File: src/rtl/tmr_pkg.sv
package tmr_pkg;
  localparam int REG_W = 8;

  localparam logic [2:0] A_CNT_LO = 3'd0;
  localparam logic [2:0] A_CNT_HI = 3'd1;
  localparam logic [2:0] A_RLD_LO = 3'd2;
  localparam logic [2:0] A_RLD_HI = 3'd3;
  localparam logic [2:0] A_CTRL   = 3'd4;
  localparam logic [2:0] A_MODE   = 3'd5;

  localparam int C_RUN  = 0;
  localparam int C_EXT  = 1;
  localparam int C_CAP  = 2;
  localparam int C_TRG  = 3;
  localparam int C_BAUD = 4;
  localparam int C_OVF  = 5;
  localparam int C_XF   = 6;
  localparam int CTRL_USED = 7;

  localparam int M_OE = 0;
  localparam int M_DN = 1;

  typedef struct packed {
    logic baud;
    logic trig_en;
    logic cap;
    logic ext_src;
    logic run;
  } ctrl_t;
endpackage

File: src/rtl/tmr_edge_sync.sv
module tmr_edge_sync #(
  parameter int   SYNC = 2,
  parameter logic IDLE = 1'b1
) (
  input  logic clk,
  input  logic rst_n,
  input  logic pin_i,
  output logic level_o,
  output logic prev_o
);
  logic [SYNC-1:0] sh_q;
  logic            prev_q;

  always_ff @(posedge clk or negedge rst_n) begin
    if (!rst_n) begin
      sh_q   <= {SYNC{IDLE}};
      prev_q <= IDLE;
    end else begin
      sh_q   <= {sh_q[SYNC-2:0], pin_i};
      prev_q <= sh_q[SYNC-1];
    end
  end

  assign level_o = sh_q[SYNC-1];
  assign prev_o  = prev_q;
endmodule

File: src/rtl/tmr_regs.sv
module tmr_regs
  import tmr_pkg::*;
(
  input  logic                 clk,
  input  logic                 rst_n,
  input  logic                 wr_en_i,
  input  logic [2:0]           wr_addr_i,
  input  logic [CTRL_USED-1:0] wr_data_i,
  input  logic                 ovf_set_i,
  input  logic                 ext_set_i,
  input  logic                 ext_tgl_i,
  output ctrl_t                ctrl_o,
  output logic                 dn_en_o,
  output logic                 oe_o,
  output logic                 ovf_o,
  output logic                 ext_o,
  output logic                 irq_o
);
  ctrl_t ctrl_q;
  logic  dn_q, oe_q, ovf_q, ext_q;
  logic  ovf_d, ext_d;
  logic  ctrl_wr, mode_wr, dn_active;

  assign ctrl_wr = wr_en_i && (wr_addr_i == A_CTRL);
  assign mode_wr = wr_en_i && (wr_addr_i == A_MODE);

  always_comb begin
    ovf_d = ctrl_wr ? wr_data_i[C_OVF] : ovf_q;
    if (ovf_set_i) ovf_d = 1'b1;
    ext_d = ctrl_wr ? wr_data_i[C_XF] : ext_q;
    if (ext_set_i) ext_d = 1'b1;
    if (ext_tgl_i) ext_d = ~ext_d;
  end

  always_ff @(posedge clk or negedge rst_n) begin
    if (!rst_n) begin
      ctrl_q <= '0;
      dn_q   <= 1'b0;
      oe_q   <= 1'b0;
      ovf_q  <= 1'b0;
      ext_q  <= 1'b0;
    end else begin
      if (ctrl_wr) begin
        ctrl_q.run     <= wr_data_i[C_RUN];
        ctrl_q.ext_src <= wr_data_i[C_EXT];
        ctrl_q.cap     <= wr_data_i[C_CAP];
        ctrl_q.trig_en <= wr_data_i[C_TRG];
        ctrl_q.baud    <= wr_data_i[C_BAUD];
      end
      if (mode_wr) begin
        oe_q <= wr_data_i[M_OE];
        dn_q <= wr_data_i[M_DN];
      end
      ovf_q <= ovf_d;
      ext_q <= ext_d;
    end
  end

  assign dn_active = dn_q & ~ctrl_q.cap & ~ctrl_q.baud;
  assign ctrl_o    = ctrl_q;
  assign dn_en_o   = dn_q;
  assign oe_o      = oe_q;
  assign ovf_o     = ovf_q;
  assign ext_o     = ext_q;
  assign irq_o     = ovf_q | (ext_q & ~dn_active);

  // the overflow flag only falls on a control write
  assert_ovf_hold_R12: assert property (@(posedge clk) disable iff (!rst_n)
    (ovf_q && !ctrl_wr) |=> ovf_q);

  // a wrap in down-count style flips the external flag
  assert_ext_toggle_R6: assert property (@(posedge clk) disable iff (!rst_n)
    (ext_tgl_i && !ctrl_wr && !ext_set_i) |=> (ext_q != $past(ext_q)));
endmodule

File: src/rtl/tmr_core.sv
module tmr_core
  import tmr_pkg::*;
#(
  parameter int CNT_W = 16
) (
  input  logic               clk,
  input  logic               rst_n,
  input  ctrl_t              ctrl_i,
  input  logic               dn_en_i,
  input  logic               oe_i,
  input  logic               tick_i,
  input  logic               state_tick_i,
  input  logic               cnt_fall_i,
  input  logic               trig_lvl_i,
  input  logic               trig_fall_i,
  input  logic               wr_en_i,
  input  logic [2:0]         wr_addr_i,
  input  logic [CNT_W/2-1:0] wr_data_i,
  output logic [CNT_W-1:0]   count_o,
  output logic [CNT_W-1:0]   reload_o,
  output logic               ovf_set_o,
  output logic               ext_set_o,
  output logic               ext_tgl_o,
  output logic               baud_tick_o,
  output logic               clkout_o
);
  localparam int               HALF_W = CNT_W / 2;
  localparam logic [CNT_W-1:0] ONES   = '1;

  function automatic logic [CNT_W-1:0] step(input logic up, input logic [CNT_W-1:0] c);
    return up ? c + CNT_W'(1) : c - CNT_W'(1);
  endfunction

  function automatic logic [CNT_W-1:0] wrap_value(input logic up, input logic to_zero,
                                                  input logic [CNT_W-1:0] rld);
    if (!up)     return ONES;
    if (to_zero) return '0;
    return rld;
  endfunction

  logic [CNT_W-1:0] count_q, cnt_d, reload_q, rld_d;
  logic baud_q, clk_q;

  // named internal events
  logic cnt_wr, rld_wr, inc, dn_active, going_up, at_top, at_floor, cap_free;
  logic evt_trig_load, evt_wrap, evt_wrap_up, evt_wrap_dn, evt_capture;

  assign cnt_wr    = wr_en_i && (wr_addr_i == A_CNT_LO || wr_addr_i == A_CNT_HI);
  assign rld_wr    = wr_en_i && (wr_addr_i == A_RLD_LO || wr_addr_i == A_RLD_HI);
  assign cap_free  = ctrl_i.cap & ~ctrl_i.baud;
  assign dn_active = dn_en_i & ~ctrl_i.cap & ~ctrl_i.baud;
  assign going_up  = ~dn_active | trig_lvl_i;
  assign inc       = ctrl_i.run & (ctrl_i.baud ? state_tick_i
                                               : (ctrl_i.ext_src ? cnt_fall_i : tick_i));
  assign at_top    = (count_q == ONES);
  assign at_floor  = (count_q == reload_q);

  assign evt_trig_load = trig_fall_i & ctrl_i.trig_en & ~ctrl_i.cap & ~ctrl_i.baud
                         & ~dn_active & ~cnt_wr;
  assign evt_wrap      = inc & ~cnt_wr & ~evt_trig_load & (going_up ? at_top : at_floor);
  assign evt_wrap_up   = evt_wrap & going_up;
  assign evt_wrap_dn   = evt_wrap & ~going_up;
  assign evt_capture   = trig_fall_i & ctrl_i.trig_en & cap_free & ~rld_wr;

  always_comb begin
    cnt_d = count_q;
    if (cnt_wr) begin
      if (wr_addr_i == A_CNT_LO) cnt_d[HALF_W-1:0]     = wr_data_i;
      else                       cnt_d[CNT_W-1:HALF_W] = wr_data_i;
    end else if (evt_trig_load) begin
      cnt_d = reload_q;
    end else if (evt_wrap) begin
      cnt_d = wrap_value(going_up, cap_free, reload_q);
    end else if (inc) begin
      cnt_d = step(going_up, count_q);
    end
  end

  always_comb begin
    rld_d = reload_q;
    if (rld_wr) begin
      if (wr_addr_i == A_RLD_LO) rld_d[HALF_W-1:0]     = wr_data_i;
      else                       rld_d[CNT_W-1:HALF_W] = wr_data_i;
    end else if (evt_capture) begin
      rld_d = count_q;
    end
  end

  always_ff @(posedge clk or negedge rst_n) begin
    if (!rst_n) begin
      count_q  <= '0;
      reload_q <= '0;
      baud_q   <= 1'b0;
      clk_q    <= 1'b0;
    end else begin
      count_q  <= cnt_d;
      reload_q <= rld_d;
      baud_q   <= evt_wrap & ctrl_i.baud;
      if (evt_wrap && oe_i) clk_q <= ~clk_q;
    end
  end

  assign ovf_set_o   = evt_wrap & ~ctrl_i.baud;
  assign ext_set_o   = trig_fall_i & ctrl_i.trig_en & ~dn_active;
  assign ext_tgl_o   = evt_wrap & dn_active;
  assign count_o     = count_q;
  assign reload_o    = reload_q;
  assign baud_tick_o = baud_q;
  assign clkout_o    = clk_q;

  // free-running capture style rolls over to zero
  assert_cap_zero_R3: assert property (@(posedge clk) disable iff (!rst_n)
    (evt_wrap_up && cap_free) |=> (count_q == '0));

  // reload style restarts from the reload register
  assert_up_reload_R4: assert property (@(posedge clk) disable iff (!rst_n)
    (evt_wrap_up && !cap_free) |=> (count_q == $past(reload_q)));

  // underflow lands on all-ones
  assert_dn_ones_R5: assert property (@(posedge clk) disable iff (!rst_n)
    evt_wrap_dn |=> (count_q == ONES));

  // the capture event freezes the running count
  assert_capture_R7: assert property (@(posedge clk) disable iff (!rst_n)
    evt_capture |=> (reload_q == $past(count_q)));
endmodule

File: src/rtl/tmr_updown_capture.sv
module tmr_updown_capture
  import tmr_pkg::*;
#(
  parameter int CNT_W = 16,
  parameter int SYNC  = 2
) (
  input  logic             clk,
  input  logic             rst_n,
  input  logic             tick_i,
  input  logic             state_tick_i,
  input  logic             cnt_pin_i,
  input  logic             trig_pin_i,
  input  logic             wr_en_i,
  input  logic [2:0]       wr_addr_i,
  input  logic [REG_W-1:0] wr_data_i,
  output logic [CNT_W-1:0] count_o,
  output logic [CNT_W-1:0] reload_o,
  output logic             ovf_flag_o,
  output logic             ext_flag_o,
  output logic             irq_o,
  output logic             baud_tick_o,
  output logic             clkout_o
);
  localparam int N_PINS  = 2;
  localparam int PIN_CNT = 0;
  localparam int PIN_TRG = 1;

  logic [N_PINS-1:0] pins, lvl, prev;
  logic cnt_fall, trig_fall;
  ctrl_t ctrl;
  logic dn_en, oe, ovf_set, ext_set, ext_tgl;

  assign pins = {trig_pin_i, cnt_pin_i};

  for (genvar g = 0; g < N_PINS; g++) begin : g_sync
    tmr_edge_sync #(.SYNC(SYNC), .IDLE(1'b1)) u_sync (
      .clk     (clk),
      .rst_n   (rst_n),
      .pin_i   (pins[g]),
      .level_o (lvl[g]),
      .prev_o  (prev[g])
    );
  end

  assign cnt_fall  = prev[PIN_CNT] & ~lvl[PIN_CNT];
  assign trig_fall = prev[PIN_TRG] & ~lvl[PIN_TRG];

  tmr_regs u_regs (
    .clk       (clk),
    .rst_n     (rst_n),
    .wr_en_i   (wr_en_i),
    .wr_addr_i (wr_addr_i),
    .wr_data_i (wr_data_i[CTRL_USED-1:0]),
    .ovf_set_i (ovf_set),
    .ext_set_i (ext_set),
    .ext_tgl_i (ext_tgl),
    .ctrl_o    (ctrl),
    .dn_en_o   (dn_en),
    .oe_o      (oe),
    .ovf_o     (ovf_flag_o),
    .ext_o     (ext_flag_o),
    .irq_o     (irq_o)
  );

  tmr_core #(.CNT_W(CNT_W)) u_core (
    .clk          (clk),
    .rst_n        (rst_n),
    .ctrl_i       (ctrl),
    .dn_en_i      (dn_en),
    .oe_i         (oe),
    .tick_i       (tick_i),
    .state_tick_i (state_tick_i),
    .cnt_fall_i   (cnt_fall),
    .trig_lvl_i   (lvl[PIN_TRG]),
    .trig_fall_i  (trig_fall),
    .wr_en_i      (wr_en_i),
    .wr_addr_i    (wr_addr_i),
    .wr_data_i    (wr_data_i[CNT_W/2-1:0]),
    .count_o      (count_o),
    .reload_o     (reload_o),
    .ovf_set_o    (ovf_set),
    .ext_set_o    (ext_set),
    .ext_tgl_o    (ext_tgl),
    .baud_tick_o  (baud_tick_o),
    .clkout_o     (clkout_o)
  );

  // an accepted count edge is a single-cycle event
  assert_one_edge_R9: assert property (@(posedge clk) disable iff (!rst_n)
    cnt_fall |=> !cnt_fall);

  // a baud tick never comes with a new overflow flag
  assert_baud_quiet_R10: assert property (@(posedge clk) disable iff (!rst_n)
    (baud_tick_o && !$past(ovf_flag_o) && !$past(wr_en_i)) |-> !ovf_flag_o);
endmodule

File: config.mk
export PLATFORM = sky130hd
export DESIGN_NAME = tmr_updown_capture
export DESIGN_NICKNAME = d
export VERILOG_FILES = /design/src/rtl/tmr_pkg.sv /design/src/rtl/tmr_edge_sync.sv /design/src/rtl/tmr_regs.sv /design/src/rtl/tmr_core.sv /design/src/rtl/tmr_updown_capture.sv
export SDC_FILE = /design/constraint.sdc
export NUM_CORES = 1
export LEC_CHECK = 0
export ABC_AREA = 1
export BUFFER_PORTS_ARGS = -buffer_cell sky130_fd_sc_hd__buf_2
export CAP_MARGIN = 25
export CELL_PAD_IN_SITES_DETAIL_PLACEMENT = 1
export CELL_PAD_IN_SITES_GLOBAL_PLACEMENT = 2
export CORE_MARGIN = 10
export CORE_UTILIZATION = 28
export CTS_BUF_LIST = sky130_fd_sc_hd__clkbuf_16
export CTS_CLUSTER_DIAMETER = 40
export DETAILED_ROUTE_END_ITERATION = 7
export HOLD_SLACK_MARGIN = 0.08
export PLACE_DENSITY = 0.8
export SYNTH_ARGS = -nofsm -noshare
export SYNTH_HDL_FRONTEND = slang
export SYNTH_SLANG_ARGS = --single-unit
File: constraint.sdc
create_clock -name clk -period 2.12 [get_ports clk]
set_input_delay 0.424 -clock clk [delete_from_list [all_inputs] [get_ports clk]]
set_output_delay 0.424 -clock clk [all_outputs]
set_load 0.02 [all_outputs]
# Word-level counts from Yosys, hierarchy flattened
# Cells that the tools add are included.
# totals
reg_bits	49
input_bits	18
output_inout_bits	37
# classes
n_mux	32
n_reduce_logical	15
bitwise_logic	33
eq_ne	11
addsub	2
# op_table
operator	n
16-bit two-way mux	11
8-bit two-way mux	4
1-bit bitwise AND	21
1-bit two-way mux	17
16-bit by 1-bit adder with 16-bit output, second input constant	1
16-bit equality test	1
16-bit equality test, second input constant	1
16-bit by 1-bit subtractor with 16-bit output, second input constant	1
1-bit NOT	10
2-bit != test, second input constant	4
2-bit AND reduction	4
3-bit by 2-bit equality test with 1-bit output, second input constant	2
3-bit equality test, second input constant	2
1-bit logical AND	5
2-bit nonzero test	2
4-bit nonzero test	1
3-bit by 1-bit equality test with 1-bit output, second input constant	1
3-bit logical NOT	1
1-bit logical OR	2
1-bit bitwise OR	2

# Depth between registers and ports, before layout
# logic_depth
depth_word	22
ltp_mapped	19

# Cells and area by module
# Synthesis repeated with hierarchy kept, for this count alone.
# hier_totals
hier_cells	689
hier_area_um2	4196.5
# by_module_without_submodules
mod	area_each_um2	instances	cells_per_inst
tmr_core	3606.0	1	631
tmr_regs	412.9	1	48
tmr_edge_sync	78.8	2	3
tmr_updown_capture	20.0	1	4

# Worst setup path after synthesis
# No wires, ideal clock.
# synth_path
kind	register to register
startpoint	reg g_sync[1].u_sync.sh_q[1]
endpoint	reg u_core.count_q[12], in the netlist u_core.count_o[12]
setup_ps	77
stages_incl_launch_ff	20
arrival_time_ps	2017
required_ps	2043
setup_slack_ps	25
cell_sequence	dfstp_2 inv_2 nand3_2 buf_6 buf_6 nand2_1 nand2_1 inv_1 ha_1 inv_1 nand2_1 nand2_1 nand3_1 nand3_1 nand2_1 nand2_1 nand3_1 nand2_1 nand2_1 a21oi_1
# synth_between
elab_chain_cells	13
word_cells_on_any_way	24
cone_classes	11 x mux; 11 x bitwise; 2 x reduce/logical
# synth_lines
item	line	source
from (decl)	tmr_edge_sync.sv:11	logic [SYNC-1:0] sh_q;
from (signal assigned)	tmr_edge_sync.sv:16	sh_q <= {SYNC{IDLE}};
from (signal assigned)	tmr_edge_sync.sv:19	sh_q <= {sh_q[SYNC-2:0], pin_i};
1-bit NOT	tmr_updown_capture.sv:46	assign trig_fall = prev[PIN_TRG] & ~lvl[PIN_TRG];
1-bit bitwise AND	tmr_updown_capture.sv:46	
1-bit bitwise AND (3 in a row)	tmr_core.sv:58	assign evt_trig_load = trig_fall_i & ctrl_i.trig_en & ~ctrl_i.cap & ~ctrl_i.baud
1-bit bitwise AND (2 in a row)	tmr_core.sv:59	& ~dn_active & ~cnt_wr;
1-bit NOT	tmr_core.sv:60	assign evt_wrap = inc & ~cnt_wr & ~evt_trig_load & (going_up ? at_top : at_floor);
1-bit bitwise AND (2 in a row)	tmr_core.sv:60	
16-bit two-way mux	tmr_core.sv:72	end else if (evt_wrap) begin
16-bit two-way mux	tmr_core.sv:70	end else if (evt_trig_load) begin
16-bit two-way mux	tmr_core.sv:67	if (cnt_wr) begin
to (signal assigned)	tmr_core.sv:96	count_q <= cnt_d;
to (decl)	tmr_core.sv:41	logic [CNT_W-1:0] count_q, cnt_d, reload_q, rld_d;
# Several ways; a longest one is shown, not always the timed one. The select of a mux whose other input is x is not followed.
# A chain may end at the register's enable or synchronous reset.

# Worst setup path after layout
# layout_path
startpoint	reg u_regs.ctrl_q, in the netlist u_regs.ctrl_o[2]
endpoint	reg u_core.count_q[4], in the netlist u_core.count_o[4]
# layout_between
elab_chain_cells	13
word_cells_on_any_way	33
cone_classes	18 x mux; 13 x bitwise; 2 x reduce/logical
# layout_lines
item	line	source
from (decl)	tmr_regs.sv:19	ctrl_t ctrl_q;
1-bit NOT	tmr_core.sv:51, tmr_core.sv:58	
1-bit bitwise AND (2 in a row)	tmr_core.sv:51	assign dn_active = dn_en_i & ~ctrl_i.cap & ~ctrl_i.baud;
1-bit NOT	tmr_core.sv:52, tmr_core.sv:59	
1-bit bitwise OR	tmr_core.sv:52	assign going_up = ~dn_active | trig_lvl_i;
1-bit two-way mux	tmr_core.sv:36	if (!up) return ONES;
1-bit two-way mux	tmr_core.sv:72	
1-bit two-way mux	tmr_core.sv:70	
1-bit two-way mux	tmr_core.sv:67	
16-bit two-way mux	tmr_core.sv:37	if (to_zero) return '0;
16-bit two-way mux	tmr_core.sv:72	
16-bit two-way mux	tmr_core.sv:70	
16-bit two-way mux	tmr_core.sv:67	
# Several ways; a longest one is shown, not always the timed one. The select of a mux whose other input is x is not followed.

==> impl_results.md <==
- Run status: complete, but fails checks
- Violated checks: negative setup slack
- Initial antenna violation count: 0
- ANT nets after route: 0
- Die W: 139.9 um
- Die area: between 15000 and 20000 um2
- Worst-path clk slew: 0.07 ns
- Compound-Gate Fraction of Synth Area: 18.67%
- Max-cap violations: 0
- CP Max Fanout: 5
- Fin. Hold Viols: 0
- Initial Util: 28.79%
- Cts hold-fix bufs: 0
- Period utilisation layout: 111.1%
- Data required time of the worst path: approximately 2.3 ns
- TritonRoute pass-1 iters: 5
- Cells after synthesis: 667
- Final period demand of the worst path: 2.356 ns
- Num CTS Buffers: 5
- CTS HTree Levels: 2
- Setup CP Type: register to register
- Endpoint type of the worst setup path: register
- Final slew viol count: 0
- Die Ht: 139.9 um
- Layout Skew: 0.003858 ns
- Row count: 43
- Via/cell ratio: 5.325
- IO Pins: 55
- Post-route setup slack: -0.2363 ns
- Final Util: 43.55%
- CP Launch Type: register
- WP data arrival: about 2.6 ns
- Detailed Route Iter0 Violations: 530
- Most common cell after layout, fill and taps aside: nand2_1
- Share of post-route cells with drive strength above 1: 37.14%
- Core Area: between 10000 and 15000 um2
- Average size of a mapped cell: 6.038 um2
- Sequential area share after synthesis: a little under a third
- HPWL after DPL: about 17 mm
- Post-Route WL: between 20 and 25 mm
- CTS Root Cell: clkbuf_16
- CTS tree: done
- Xor and xnor area share after synthesis: 1.522%
- Maximum VDD drop: approximately 0.53 mV
- Fin nets: 858
- Pin count of the biggest net entering global routing: 23
- RSZ-0062 raised after global routing: true
- Worst reg2reg setup slack: -0.24 ns
- Non-Filler Instances: 1020
- Routed len/inst: 21.18 um
- Setup-failing EPs final: 19
- Synthesis-to-layout area growth: 51.26%
- Simple-Gate Fraction of Synth Area: 37.15%
- Hold/Removal Path Class: input pin to asynchronous set/reset pin
- Grt total ovfl: 0
- Post-synth cell types: 33
- All-Layer GR Usage: 20.98%
- Largest family of logic cells by synthesized area: simple AND/OR/NAND/NOR gates
- Most frequent cells in the layout: nand2_1, buf_4, inv_1
- GPL Wtd Cong: 1.010
- First-pass GRT wire length: ~32 mm
- Worst-margin pin slew: 0.5383 ns
- Max Clock Freq: 0.4244 GHz
- Register bit total from synthesis: 49
- P per Cell Area: roughly 1400 nW/um2
- Clock Path Buffers: 2
- Pleak: 3.212 nW
- Syn Std Cell Area: 4028 um2
- N_diodes: 0
- Syn nets: 686
- Worst slew margin: 64.11%
- Worst-skew pair later-pin latency: 0.31 ns
- Routed vias: 5432
- Post-Synth Adder-Cell Area: 0.3107%
- Yosys warns: 0
- Vias in the first global route: about 5600
- # clock sinks: 49
- Setup TNS: -3.619 ns
- Inst Count DP: 1001
- DRC errors left: 0
- Multiplexer share of the synthesized area: 0%
- I/O Buffers: 54
## cells by family after synthesis
family / after synthesis
xor+xnor: 7
buf+inv: 116
flops: 49
fa+ha+maj: 1
simple gates: 358
compound gates: 136
## metrics by stage
step / hold WS [ns] / total power, mW / area, um2 / setup slack [ns]
finish: 0.08673 / 8.402 / 6092 / -0.2363
global route: 0.1186 / 8.937 / 6092 / -0.3826
CTS: 0.09928 / 7.867 / 5763 / -0.2126
detailed placement: 0.3481 / 6.668 / 5361 / -0.2571
global placement: 0.3475 / 6.540 / 5361 / -0.2254
floorplan: 0.1284 / 4.109 / 4028 / 0.02511
## what timing repair did
| action | CTS | global route |
|---|---|---|
| pin swaps | 11 | 19 |
| gates cloned | 1 | 1 |
| endpoints found under the setup margin | 19 | 20 |
| setup buffers | 2 | 7 |
| gates resized for setup | 66 | 76 |
## area by class of cell
class,instances,area [um2]
clock buffer,5,125.1
clock inverter,3,21.27
fill,1852,7896
inverter,93,357.8
multi-input combinational,502,2728
sequential,49,1234
tap,180,225.2
timing repair buffer,188,1401
## routing by layer
metal  up-vias  global-route usage (%)  wire length (um)  part of all wire, %
met4         0                   6.087               495                  2.3
met2       189                   35.02             10570                   49
met1      2713                   26.83              9290                   43
met3        30                   3.854              1255                  5.8
met5         -                       0                 0                    0
li1       2500                       -                 -                    -
## state kept, by name, indices dropped and copies added (netlist names), 2 cells and up
signal / flops
g_sync.u_sync.prev_o: 2
u_regs.ctrl_o: 5
u_core.reload_o: 16
u_core.count_o: 16
g_sync.u_sync.sh_q: 4
## power by group
group	total, mW	internal [mW]	leakage, nW	switching [mW]
logic	5.89	2.24	2.57	3.65
clock network	0.881	0.443	0.0718	0.438
registers	1.63	1.26	0.566	0.372
## cell usage after synthesis
| cell | instances | area, um2 |
|---|---|---|
| nand2_1 | 179 | 671.9 |
| nor2_1 | 92 | 345.3 |
| o21ai_0 | 92 | 460.4 |
| inv_1 | 91 | 341.6 |
| nand3_1 | 58 | 290.3 |
| dfrtp_1 | 43 | 1076 |
| a21oi_1 | 20 | 100.1 |
| clkbuf_1 | 13 | 48.80 |
| nand4_1 | 12 | 75.07 |
| a41oi_1 | 11 | 96.34 |
| o21ai_1 | 7 | 35.03 |
| dfstp_2 | 6 | 157.7 |
| nor3_1 | 6 | 30.03 |
| xor2_1 | 6 | 52.55 |
| buf_2 | 5 | 25.02 |
| buf_6 | 3 | 33.78 |
| a22oi_2 | 2 | 25.02 |
| buf_4 | 2 | 15.01 |
| inv_2 | 2 | 7.510 |
| nand2_2 | 2 | 12.51 |
| nor2_4 | 2 | 22.52 |
| or2_2 | 2 | 12.51 |
| a21oi_2 | 1 | 8.760 |
| a22oi_1 | 1 | 7.510 |
| and2_1 | 1 | 6.260 |
| and3_1 | 1 | 6.260 |
| ha_1 | 1 | 12.51 |
| nand3_2 | 1 | 10.01 |
| nand3b_1 | 1 | 7.510 |
| nor2_2 | 1 | 6.260 |
| o21a_1 | 1 | 7.510 |
| o21bai_2 | 1 | 11.26 |
| xnor2_1 | 1 | 8.760 |
## worst max-delay path: stages (launching register included)
cell	delay, ns
dfrtp_1	0.41
nor2_4	0.15
nand3_4	0.14
clkbuf_16	0.21
o21ai_1	0.12
buf_4	0.14
o21ai_0	0.08
nor2_1	0.11
nand2_1	0.10
nor2_4	0.17
nand2_4	0.10
nor2_4	0.13
buf_6	0.12
o21ai_0	0.09
nand3_1	0.08
a21oi_1	0.06
## path summary, 6_finish.rpt
| path | from | endpoint | cells after the start |
|---|---|---|---|
| min | rst_n | u_core.count_o[14] | 1 |
| min reg2reg | g_sync[1].u_sync.sh_q[0] | g_sync[1].u_sync.sh_q[1] | 0 |
| min in group clk | trig_pin_i | g_sync[1].u_sync.sh_q[0] | 1 |
| max | u_regs.ctrl_o[2] | u_core.count_o[4] | 15 |
| max reg2reg | u_regs.ctrl_o[2] | u_core.count_o[4] | 15 |
| max in group asynchronous | rst_n | g_sync[1].u_sync.prev_o | 2 |
(Power assumes the default switching activity.)
